`src/rtl/wl_tap_scan.sv`:
```
module wl_tap_scan #(
  parameter int LANES       = 4,
  parameter int MAX_TAPS    = 16,
  parameter int WORD_W      = 8,
  parameter int TAP_W       = 6,
  parameter int SETTLE      = 100,
  parameter int SAMPLE_WAIT = 10,
  localparam int LW = (LANES > 1) ? $clog2(LANES) : 1
) (
  input  logic                      clk,
  input  logic                      rst_n,
  input  logic                      start,
  input  logic [TAP_W-1:0]          init_taps,
  input  logic [LANES*WORD_W-1:0]   rd_data,
  input  logic [LW-1:0]             res_addr,
  output logic                      wl_en,
  output logic [LANES-1:0]          lane_sel,
  output logic                      dq_rst,
  output logic                      dqs_rst,
  output logic                      dq_inc,
  output logic                      dqs_inc,
  output logic                      lvl_strobe,
  output logic                      busy,
  output logic                      done,
  output logic [MAX_TAPS-1:0]       res_data
);
  localparam int SW = (MAX_TAPS > 1) ? $clog2(MAX_TAPS) : 1;
  localparam int CW = 16;
  localparam logic [CW-1:0] SETTLE_END = CW'(SETTLE - 1);
  localparam logic [CW-1:0] WAIT_END   = CW'(SAMPLE_WAIT - 1);
  localparam logic [SW-1:0] LAST_STEP  = SW'(MAX_TAPS - 1);
  localparam logic [LW-1:0] LAST_LANE  = LW'(LANES - 1);

  typedef enum logic [3:0] {
    S_IDLE, S_SETTLE, S_LRST, S_PRE, S_STRB, S_WAIT, S_SAMP, S_STEP, S_DONE
  } st_t;

  st_t                st;
  logic [CW-1:0]      cnt;
  logic [LW-1:0]      lane;
  logic [SW-1:0]      step;
  logic [TAP_W-1:0]   taps;
  logic [MAX_TAPS-1:0] res [LANES];

  wire [WORD_W-1:0] word = rd_data[(LANES - 1 - int'(lane))*WORD_W +: WORD_W];
  wire in_lane = st inside {S_LRST, S_PRE, S_STRB, S_WAIT, S_SAMP, S_STEP};

  assign busy       = (st != S_IDLE);
  assign wl_en      = busy && (st != S_DONE);
  assign done       = (st == S_DONE);
  assign lane_sel   = in_lane ? (LANES'(1) << lane) : '0;
  assign dq_rst     = (st == S_LRST);
  assign dqs_rst    = (st == S_LRST);
  assign dq_inc     = (st == S_STEP);
  assign dqs_inc    = (st == S_STEP) || (st == S_PRE);
  assign lvl_strobe = (st == S_STRB);
  assign res_data   = res[res_addr];

  always_ff @(posedge clk) begin
    if (!rst_n) begin
      st   <= S_IDLE;
      cnt  <= '0;
      lane <= '0;
      step <= '0;
      taps <= '0;
      for (int i = 0; i < LANES; i++) res[i] <= '0;
    end else begin
      case (st)
        S_IDLE: if (start) begin
          taps <= init_taps;
          lane <= '0;
          cnt  <= '0;
          st   <= S_SETTLE;
        end
        S_SETTLE: if (cnt == SETTLE_END) st <= S_LRST;
                  else cnt <= cnt + 1'b1;
        S_LRST: begin
          cnt  <= '0;
          step <= '0;
          st   <= (taps == '0) ? S_STRB : S_PRE;
        end
        S_PRE: begin
          cnt <= cnt + 1'b1;
          if (cnt + 1'b1 == CW'(taps)) st <= S_STRB;
        end
        S_STRB: begin
          cnt <= '0;
          st  <= S_WAIT;
        end
        S_WAIT: if (cnt == WAIT_END) st <= S_SAMP;
                else cnt <= cnt + 1'b1;
        S_SAMP: begin
          res[lane][step] <= |word;
          st <= S_STEP;
        end
        S_STEP: if (step == LAST_STEP) begin
          if (lane == LAST_LANE) st <= S_DONE;
          else begin
            lane <= lane + 1'b1;
            st   <= S_LRST;
          end
        end else begin
          step <= step + 1'b1;
          st   <= S_STRB;
        end
        default: st <= S_IDLE;
      endcase
    end
  end
endmodule


```
`config.mk`:
```
export PLATFORM = sky130hd
export DESIGN_NAME = wl_tap_scan
export DESIGN_NICKNAME = d
export VERILOG_FILES = /design/src/rtl/wl_tap_scan.sv
export SDC_FILE = /design/constraint.sdc
export NUM_CORES = 1
export LEC_CHECK = 0
export ABC_AREA = 1
export BUFFER_PORTS_ARGS = -buffer_cell sky130_fd_sc_hd__buf_2
export CAP_MARGIN = 10
export CORE_MARGIN = 3
export CORE_UTILIZATION = 55
export DETAILED_ROUTE_END_ITERATION = 10
export GPL_TIMING_DRIVEN = 0
export PLACE_DENSITY = 0.81
export SKIP_LAST_GASP = 1
export SLEW_MARGIN = 20
export SYNTH_ARGS = -nofsm -noshare
export SYNTH_HDL_FRONTEND = slang
export SYNTH_SLANG_ARGS = --single-unit
```
`constraint.sdc`:
```
create_clock -name clk -period 3.3 [get_ports clk]
set_input_delay 0.495 -clock clk [delete_from_list [all_inputs] [get_ports clk]]
set_output_delay 0.495 -clock clk [all_outputs]
set_load 0.1 [all_outputs]
```
# == Word level (Yosys, flattened, before mapping) ==
# Memories as Yosys holds them, arrays and structs flattened.
# Index checks and enable logic that the tools add are counted.
# word_totals
in_bits,43
mem_bits_rw,64
output_inout_bits,28
regBits,32
memories,1
elab_cells,83
# mem_list
memory,words,width,rd,rd_clocked_by_memory_dff,write_ports,line_no,text
res,4,16,1,0,4,43,logic [MAX_TAPS-1:0] res [LANES];
# classes
order_cmp,2
shifts,2
n_mux,28
reduce_logical,18
eq_ne,23
addsub,4
# op_table
operator,n
2-to-1 mux 16 bit,6
case mux 16 bit (5 select lines),1
2-to-1 mux 4 bit,8
case mux 4 bit (8 select lines),1
variable part select 32 x 6 -> 8 bit,1
adder 16 x 1 -> 16 bit (second input constant),1
equality test 16 x 4 -> 1 bit (second input constant),1
equality test 16 x 6 -> 1 bit,1
equality test 16 x 7 -> 1 bit (second input constant),1
equality test 4 x 3 -> 1 bit (second input constant),4
OR reduction 16 bit,1
inequality test 2 bit (second input constant),6
AND reduction 4 bit,3
equality test 4 x 2 -> 1 bit (second input constant),2
equality test 4 bit (second input constant),2
2-to-1 mux 2 bit,4
case mux 4 bit (2 select lines),1
OR reduction 8 bit,1
zero test 6 bit,1
inequality test 2 x 1 -> 1 bit (second input constant),3
nonzero test 6 bit,1
< comparator 4 x 5 -> 1 bit (second input constant),1
nonzero test 5 bit,1
adder 4 x 1 -> 4 bit (second input constant),1
other kinds (18),24

# == Longest topological paths before layout ==
# Gate-level depths: netlist (run 1).
# depth
ltp_word,7
ltp_mapped,15
depth_no_buf,15

# == Worst setup path before layout (run 1) ==
# OpenSTA, ideal clock, no wires.
# synth_path
path_kind,reg-to-output
startpoint,reg st[3]
endpoint,out dqs_rst
t_required_ns,2.805
slack_ns,0.258
arrival_ns,2.547
path_stages_with_launch,7
n_path_buf,1
path_cell_list,dfxtp_1 > nor2_1 > inv_2 > nor2_1 > inv_1 > nor2_1 > buf_4
# synth_between
elab_chain_cells,1
# synth_lines
element,line_no,text
from (decl),38,st_t st;
from (signal assigned),80,st <= (taps == '0) ? S_STRB : S_PRE;
equality test 4 x 2 -> 1 bit,n/a,
to (decl),19,"output logic dqs_rst,"
# Every way passes these cells.

# == Worst setup path after layout (run 1) ==
# layout_path
startpoint,reg lane[1]
endpoint,out lane_sel[0]
# layout_between
elab_chain_cells,2
# layout_lines
element,line_no,text
from (decl),40,logic [LW-1:0] lane;
from (signal assigned),99,lane <= lane + 1'b1;
left shift 1 x 2 -> 4 bit,51,assign lane_sel = in_lane ? (LANES'(1) << lane) : '0;
2-to-1 mux 4 bit,51,
to (decl),17,"output logic [LANES-1:0] lane_sel,"
# Every way passes these cells.

==> results of run 1 <==
## per-layer routing
| layer | global-route usage, % | wire length [um] | vias to the layer above | part of all wire, % |
|---|---|---|---|---|
| met3 | 5.67 | 1440 | 57 | 8.6 |
| met2 | 51.3 | 8150 | 322 | 48 |
| met1 | 37.1 | 6660 | 2777 | 40 |
| met5 | 0 | 0 | - | 0 |
| li1 | - | - | 2804 | - |
| met4 | 13.9 | 580 | 0 | 3.4 |
## where the power goes
group	total [uW]	switching [uW]	internal (uW)	leakage [uW]
Sequential	1450	71.2	1370	0.000921
Clock	765	423	343	0.0000917
Combinational	1690	1350	339	0.00166
## flip-flops by register name, summed over array words and instances (netlist names)
register  flops
taps          6
cnt          16
step          4
st            4
lane          2
res          64
## synth_stat cells (10+ instances only)
cell and n:
o21ai_0 43, inv_1 74, nor3_1 11, nand4_1 61, ha_1 10, a21oi_1 33
clkbuf_1 22, nand3_1 27, nand2_1 193, o22ai_1 16, nor2_1 132, inv_2 11
dfxtp_1 32, edfxtp_1 64
## worst paths after layout
check | startpoint | endpoint | slack (ns)
hold / removal | init_taps[5] | taps[5]$_SDFFE_PN0P_ | 0.40
setup reg to reg | lane[0]$_SDFFE_PN0P_ | res[3][7]$_DFFE_PP_ | 0.94
setup / recovery | lane[1]$_SDFFE_PN0P_ | lane_sel[0] | 0.21
hold reg to reg | cnt[14]$_SDFFE_PN0P_ | cnt[14]$_SDFFE_PN0P_ | 0.49
## layout make-up
cell class	count	area share, %
sequential	96	39.6
multi-input combinational	561	41.4
clock buffer	9	1.91
clock inverter	7	0.966
tap	133	2.57
inverter	85	4.93
timing repair buffer	70	5.41
buffer	44	3.27
## kinds of logic (layout without fill, tap and decap cells)
family	Yosys count	in the layout	share of synthesized area (%)
simple gates	442	442	33.6
flops	96	96	44.4
compound gates	106	106	10.1
xor+xnor	3	3	0.456
buf+inv	129	215	9.20
fa+ha+maj	10	10	2.17
## stage by stage
step           instances  util, %  power, uW  hold slack [ns]
2_1_floorplan        786        -       2730            0.450
3_3_place_gp         989     62.8       3100            0.463
3_5_place_dp         989     62.8       3130            0.477
4_1_cts             1005     64.7       3870            0.394
5_1_grt             1005     64.8       4090            0.419
6_report            1005     64.8       3900            0.397
## worst reg2reg max path, delay by kind of cell (launching register included)
| kind | cells | cell delay, ns |
|---|---|---|
| buffers and inverters | 4 | 0.83 |
| AND/OR/NAND/NOR | 4 | 0.65 |
| flip-flops | 1 | 0.36 |
| AO/OA/AOI/OAI | 1 | 0.24 |
==> out/results.ini, run 1 <==
[timing]
finClkSkew_ns=0.0102
drv_slew=0
tightest_slew_ns=0.748
rsz0062_at_grt=false
fmax_mhz=324
worst_slack_ns=0.211
final.period_utilization_pct=93.6
relSlewSlack_pct=49.6
setup_viol=0
min_period_ns=3.09
finalHoldViolations=0
setup_tns_ns=0

[yosys]
synth_largest_area_cell=edfxtp_1
synth_edf_count=64
yosys_warnings=0
ys_seq_area_share_pct=44.4
synthTopCellsByArea=edfxtp_1, nand2_1, dfxtp_1
mappedNetlistArea_sq_mm=0.00577
ys_async_sr_fraction_pct=0
ys_ff_latch=96
synth.avg_cell_area_sq_um=7.34
synth_top_area_share_pct=33.3
synth-main-ff-cell=edfxtp_1
syn-num-nets=839
syn_inst=786
ys_types=36

[setup_path]
required_ns=2.80
critical_path_class=reg2out
critical_path_buf_inv_count=5
slowest_stage=buf_1
cp_max_fo=11
cpPeakStageDelay_ns=0.54
path_delay_family=buffers and inverters
path_cells=clkbuf_1 > inv_2 > buf_1 > ha_1 > inv_1 > nor2_1 > buf_2
cp-start-kind=flop
arrival_ns=2.59
end_kind=output port
reg2reg_depth=9
cp.depth=7

[global_route]
grt_pass1_wl_um=27700
track_usage_pct=30.2
antenna_found_initial=0
grt_max_degree=17
gr-total-overflow=0
grt_pass1_vias=5790

[placed_design]
portBuffers=70
place_congestion=0.952
dpl.hpwl_um=12500
placed_area_sq_mm=0.00628
pre_cts_ws_ns=0.673

[routing]
via_per_inst=5.93
first_pass_iters=6
drtIter0Drc=510
drcViolationCount=0
vias=5960
wl_um=16800
wl_per_cell_um=16.7
detail-route-antenna-nets=0

[power]
pwr_density_cell_mw_per_mm2=602
p_leak_uw=0.00268
peakVddDrop_mv=1.05

[clock_network]
cts_setup_buffers=0
htreeDepth=3
numCtsBuffers=9
clkSinkCount=96
cts_tree=yes
clockBufferDepth=2
clkSlewWorstSetupHoldPaths_ns=0.09
ctsHoldBuffers=0
cts_resized=0
clock_latency_ns=0.38
cts_root_buf=clkbuf_8

[floorplanning]
die_x_um=108
coreArea_sq_mm=0.0100
start_util_pct=57.7
dieArea_sq_mm=0.0117
rows=36
die_h_um=108
num_io_pins=71

[layout]
design_area_sq_mm=0.00647
regArea_sq_mm=0.00256
multi_input_area_sq_mm=0.00268
fillers=907
final_nets=920
final_common_cell=nand2_1
final_layout_size_suffix_gt1_share_pct=13.9
n_antenna_cell=0
syn2layout_area_growth_pct=12.3
layout_common_cells=nand2_1, nor2_1, buf_2

[min_path]
worstHoldPathCells=3
hp-class=in2reg

[outcome]
status=complete, no violations

[job]
maxCapViolCount=0

No activity file was read; power rests on OpenSTA's default activity.
==> inputs of run 2 (changes only) <==
--- a/config.mk
+++ b/config.mk
@@ -5,14 +5,13 @@
 export SDC_FILE = /design/constraint.sdc
 export NUM_CORES = 1
 export LEC_CHECK = 0
-export ABC_AREA = 1
 export BUFFER_PORTS_ARGS = -buffer_cell sky130_fd_sc_hd__buf_2
 export CAP_MARGIN = 10
 export CORE_MARGIN = 3
 export CORE_UTILIZATION = 55
 export DETAILED_ROUTE_END_ITERATION = 10
 export GPL_TIMING_DRIVEN = 0
-export PLACE_DENSITY = 0.81
+export PLACE_DENSITY = 0.76
 export SKIP_LAST_GASP = 1
 export SLEW_MARGIN = 20
 export SYNTH_ARGS = -nofsm -noshare
==> out/results.ini, run 2 <==
[timing]
setup_tns_ns=0
final.period_utilization_pct=87.0
finClkSkew_ns=0.00909
holdWs_ns=0.364
relSlewSlack_pct=49.2
drv_slew=0
rsz0062_at_grt=false
tightest_slew_ns=0.752
setup_viol=0
finalHoldViolations=0
min_period_ns=2.87
worst_slack_ns=0.429
fmax_mhz=348

[power]
p_leak_uw=0.00233
peakVddDrop_mv=0.261
pwr_density_cell_mw_per_mm2=422

[placed_design]
portBuffers=67
dpl.hpwl_um=10400
place_congestion=0.962
dp_cells=784
pre_cts_ws_ns=0.455

[yosys]
ys_ff_latch=96
synth_xor_area_share_pct=1.43
synth_top_family_by_area=simple AND/OR/NAND/NOR gates
synthMuxAreaShare_pct=8.14
synth_largest_area_cell=edfxtp_1
syn_inst=588
yosys_warnings=0
synthTopCellsByArea=edfxtp_1, dfxtp_1, nor2_1
mappedNetlistArea_sq_mm=0.00553
synth.avg_cell_area_sq_um=9.41
synth_top_area_share_pct=34.7
synthTopCellsByCount=nor2_1, edfxtp_1, o21ai_0
synth_most_common_cell=nor2_1
ys_types=54
synth-main-ff-cell=edfxtp_1
synth_compound_area_share_pct=12.5
synth_edf_count=64
ys_seq_area_share_pct=46.3
ys_async_sr_fraction_pct=0
synthSimpleGateAreaFrac_pct=25.0
syn-num-nets=641
synth_fa_ha_area_share_pct=2.26

[floorplanning]
dieArea_sq_mm=0.0113
num_io_pins=71
die_h_um=106
die_x_um=106
rows=35
start_util_pct=58.2
coreArea_sq_mm=0.00950

[routing]
drtIter0Drc=303
drcViolationCount=0
first_pass_iters=5
vias=4832
detail-route-antenna-nets=0
wl_per_cell_um=17.8
via_per_inst=6.04
wl_um=14200

[job]
maxCapViolCount=0

[clock_network]
clock_latency_ns=0.36
htreeDepth=3
numCtsBuffers=9
cts_setup_buffers=0
ctsHoldBuffers=0
cts_resized=0
clockBufferDepth=2
clkSinkCount=96
clkSlewWorstSetupHoldPaths_ns=0.10
cts_tree=yes
cts_root_buf=clkbuf_8

[layout]
layout_common_cells=nor2_1, buf_2, edfxtp_1
largestRegisters=res (64), cnt (16), taps (6)
top_register=res
final_layout_size_suffix_gt1_share_pct=18.9
syn2layout_area_growth_pct=12.8
final_nets=719
layoutNonFillerInstCount=800
largest_reg_flops=64
final_common_cell=nor2_1
n_antenna_cell=0

[setup_path]
cp_max_fo=10
slowest_stage=o41ai_1
end_kind=flop
r2r_slack_ns=0.43
arrival_ns=2.97
cp-start-kind=flop
path_cells=inv_1 > ha_1 > o41ai_1 > nor2_1 > nand3_1 > clkbuf_1 > nor2_1
critical_path_class=reg2reg
cp_common_cell=nor2_1
required_ns=3.40
cpPeakStageDelay_ns=0.68

[outcome]
status=complete, no violations

[global_route]
grt_pass1_wl_um=23100
track_usage_pct=25.8
grt_max_degree=18
grt_pass1_vias=4642
gr-total-overflow=0
antenna_found_initial=0

[min_path]
hp-class=in2reg

## run 2: changes by cell type after synthesis, moves of 12 or more
| cell | change |
|---|---|
| nand2_1 | -156 |
| inv_1 | -62 |
| nand4_1 | -58 |
| o21ai_0 | +17 |
| mux4_2 | +16 |
| o22ai_1 | -16 |
| nor2_1 | -14 |
| a31oi_1 | +12 |
## run 2: power by group
group          switching [uW]  internal, uW  total, uW
Sequential               22.3          1310       1340
Clock                     448           359        807
Combinational             361           129        490
## run 2: critical path, delay by kind of cell (launching register included)
family / cells / cell delay, ns
AOI/OAI and AO/OA: 1 / 0.68
and+or+nand+nor: 3 / 0.66
buffers and inverters: 2 / 0.61
DFF: 1 / 0.42
adders and majority gates: 1 / 0.22
## run 2: layer usage
layer / vias to the layer above / share of wire (%) / global-route usage, %
li1: 2295 / - / -
met1: 2290 / 39 / 32.3
met2: 222 / 51 / 46.7
met3: 25 / 8.4 / 3.04
met4: 0 / 1.7 / 7.86
met5: - / 0 / 0
## run 2: worst paths after layout
check | endpoint | cells after the start | startpoint
max | res[0][4]$_SDFFCE_PN0P_ | 7 | step[0]$_SDFFE_PN0P_
min | taps[1]$_SDFFE_PN0P_ | 3 | init_taps[1]
min reg2reg | step[1]$_SDFFE_PN0P_ | 2 | step[1]$_SDFFE_PN0P_
max reg2reg | res[0][4]$_SDFFCE_PN0P_ | 7 | step[0]$_SDFFE_PN0P_
## run 2: cells by family (layout without fill, tap and decap cells)
group | after synthesis | after routing
compound gates | 118 | 118
mux | 25 | 25
simple gates | 274 | 274
buf+inv | 56 | 139
xor+xnor | 9 | 9
flops | 96 | 96
fa+ha+maj | 10 | 10
## run 2: area by class of cell
cell class	count	area, sq um
Clock buffer	9	124
Fill cell	821	3260
Inverter	12	45.0
Clock inverter	7	77.6
Buffer	44	196
Sequential cell	96	2560
Multi-Input combinational cell	436	2740
Tap cell	129	161
Timing Repair Buffer	67	335
## run 2: per-stage QoR
| stage | util (%) | total power, uW | cell area [sq um] |
|---|---|---|---|
| detailed placement | 63.5 | 1850 | 6040 |
| global placement | 63.5 | 1840 | 6040 |
| CTS | 65.6 | 2630 | 6240 |
| global route | 65.7 | 2720 | 6240 |
| floorplan | - | 1740 | 5540 |
| finish | 65.7 | 2630 | 6240 |
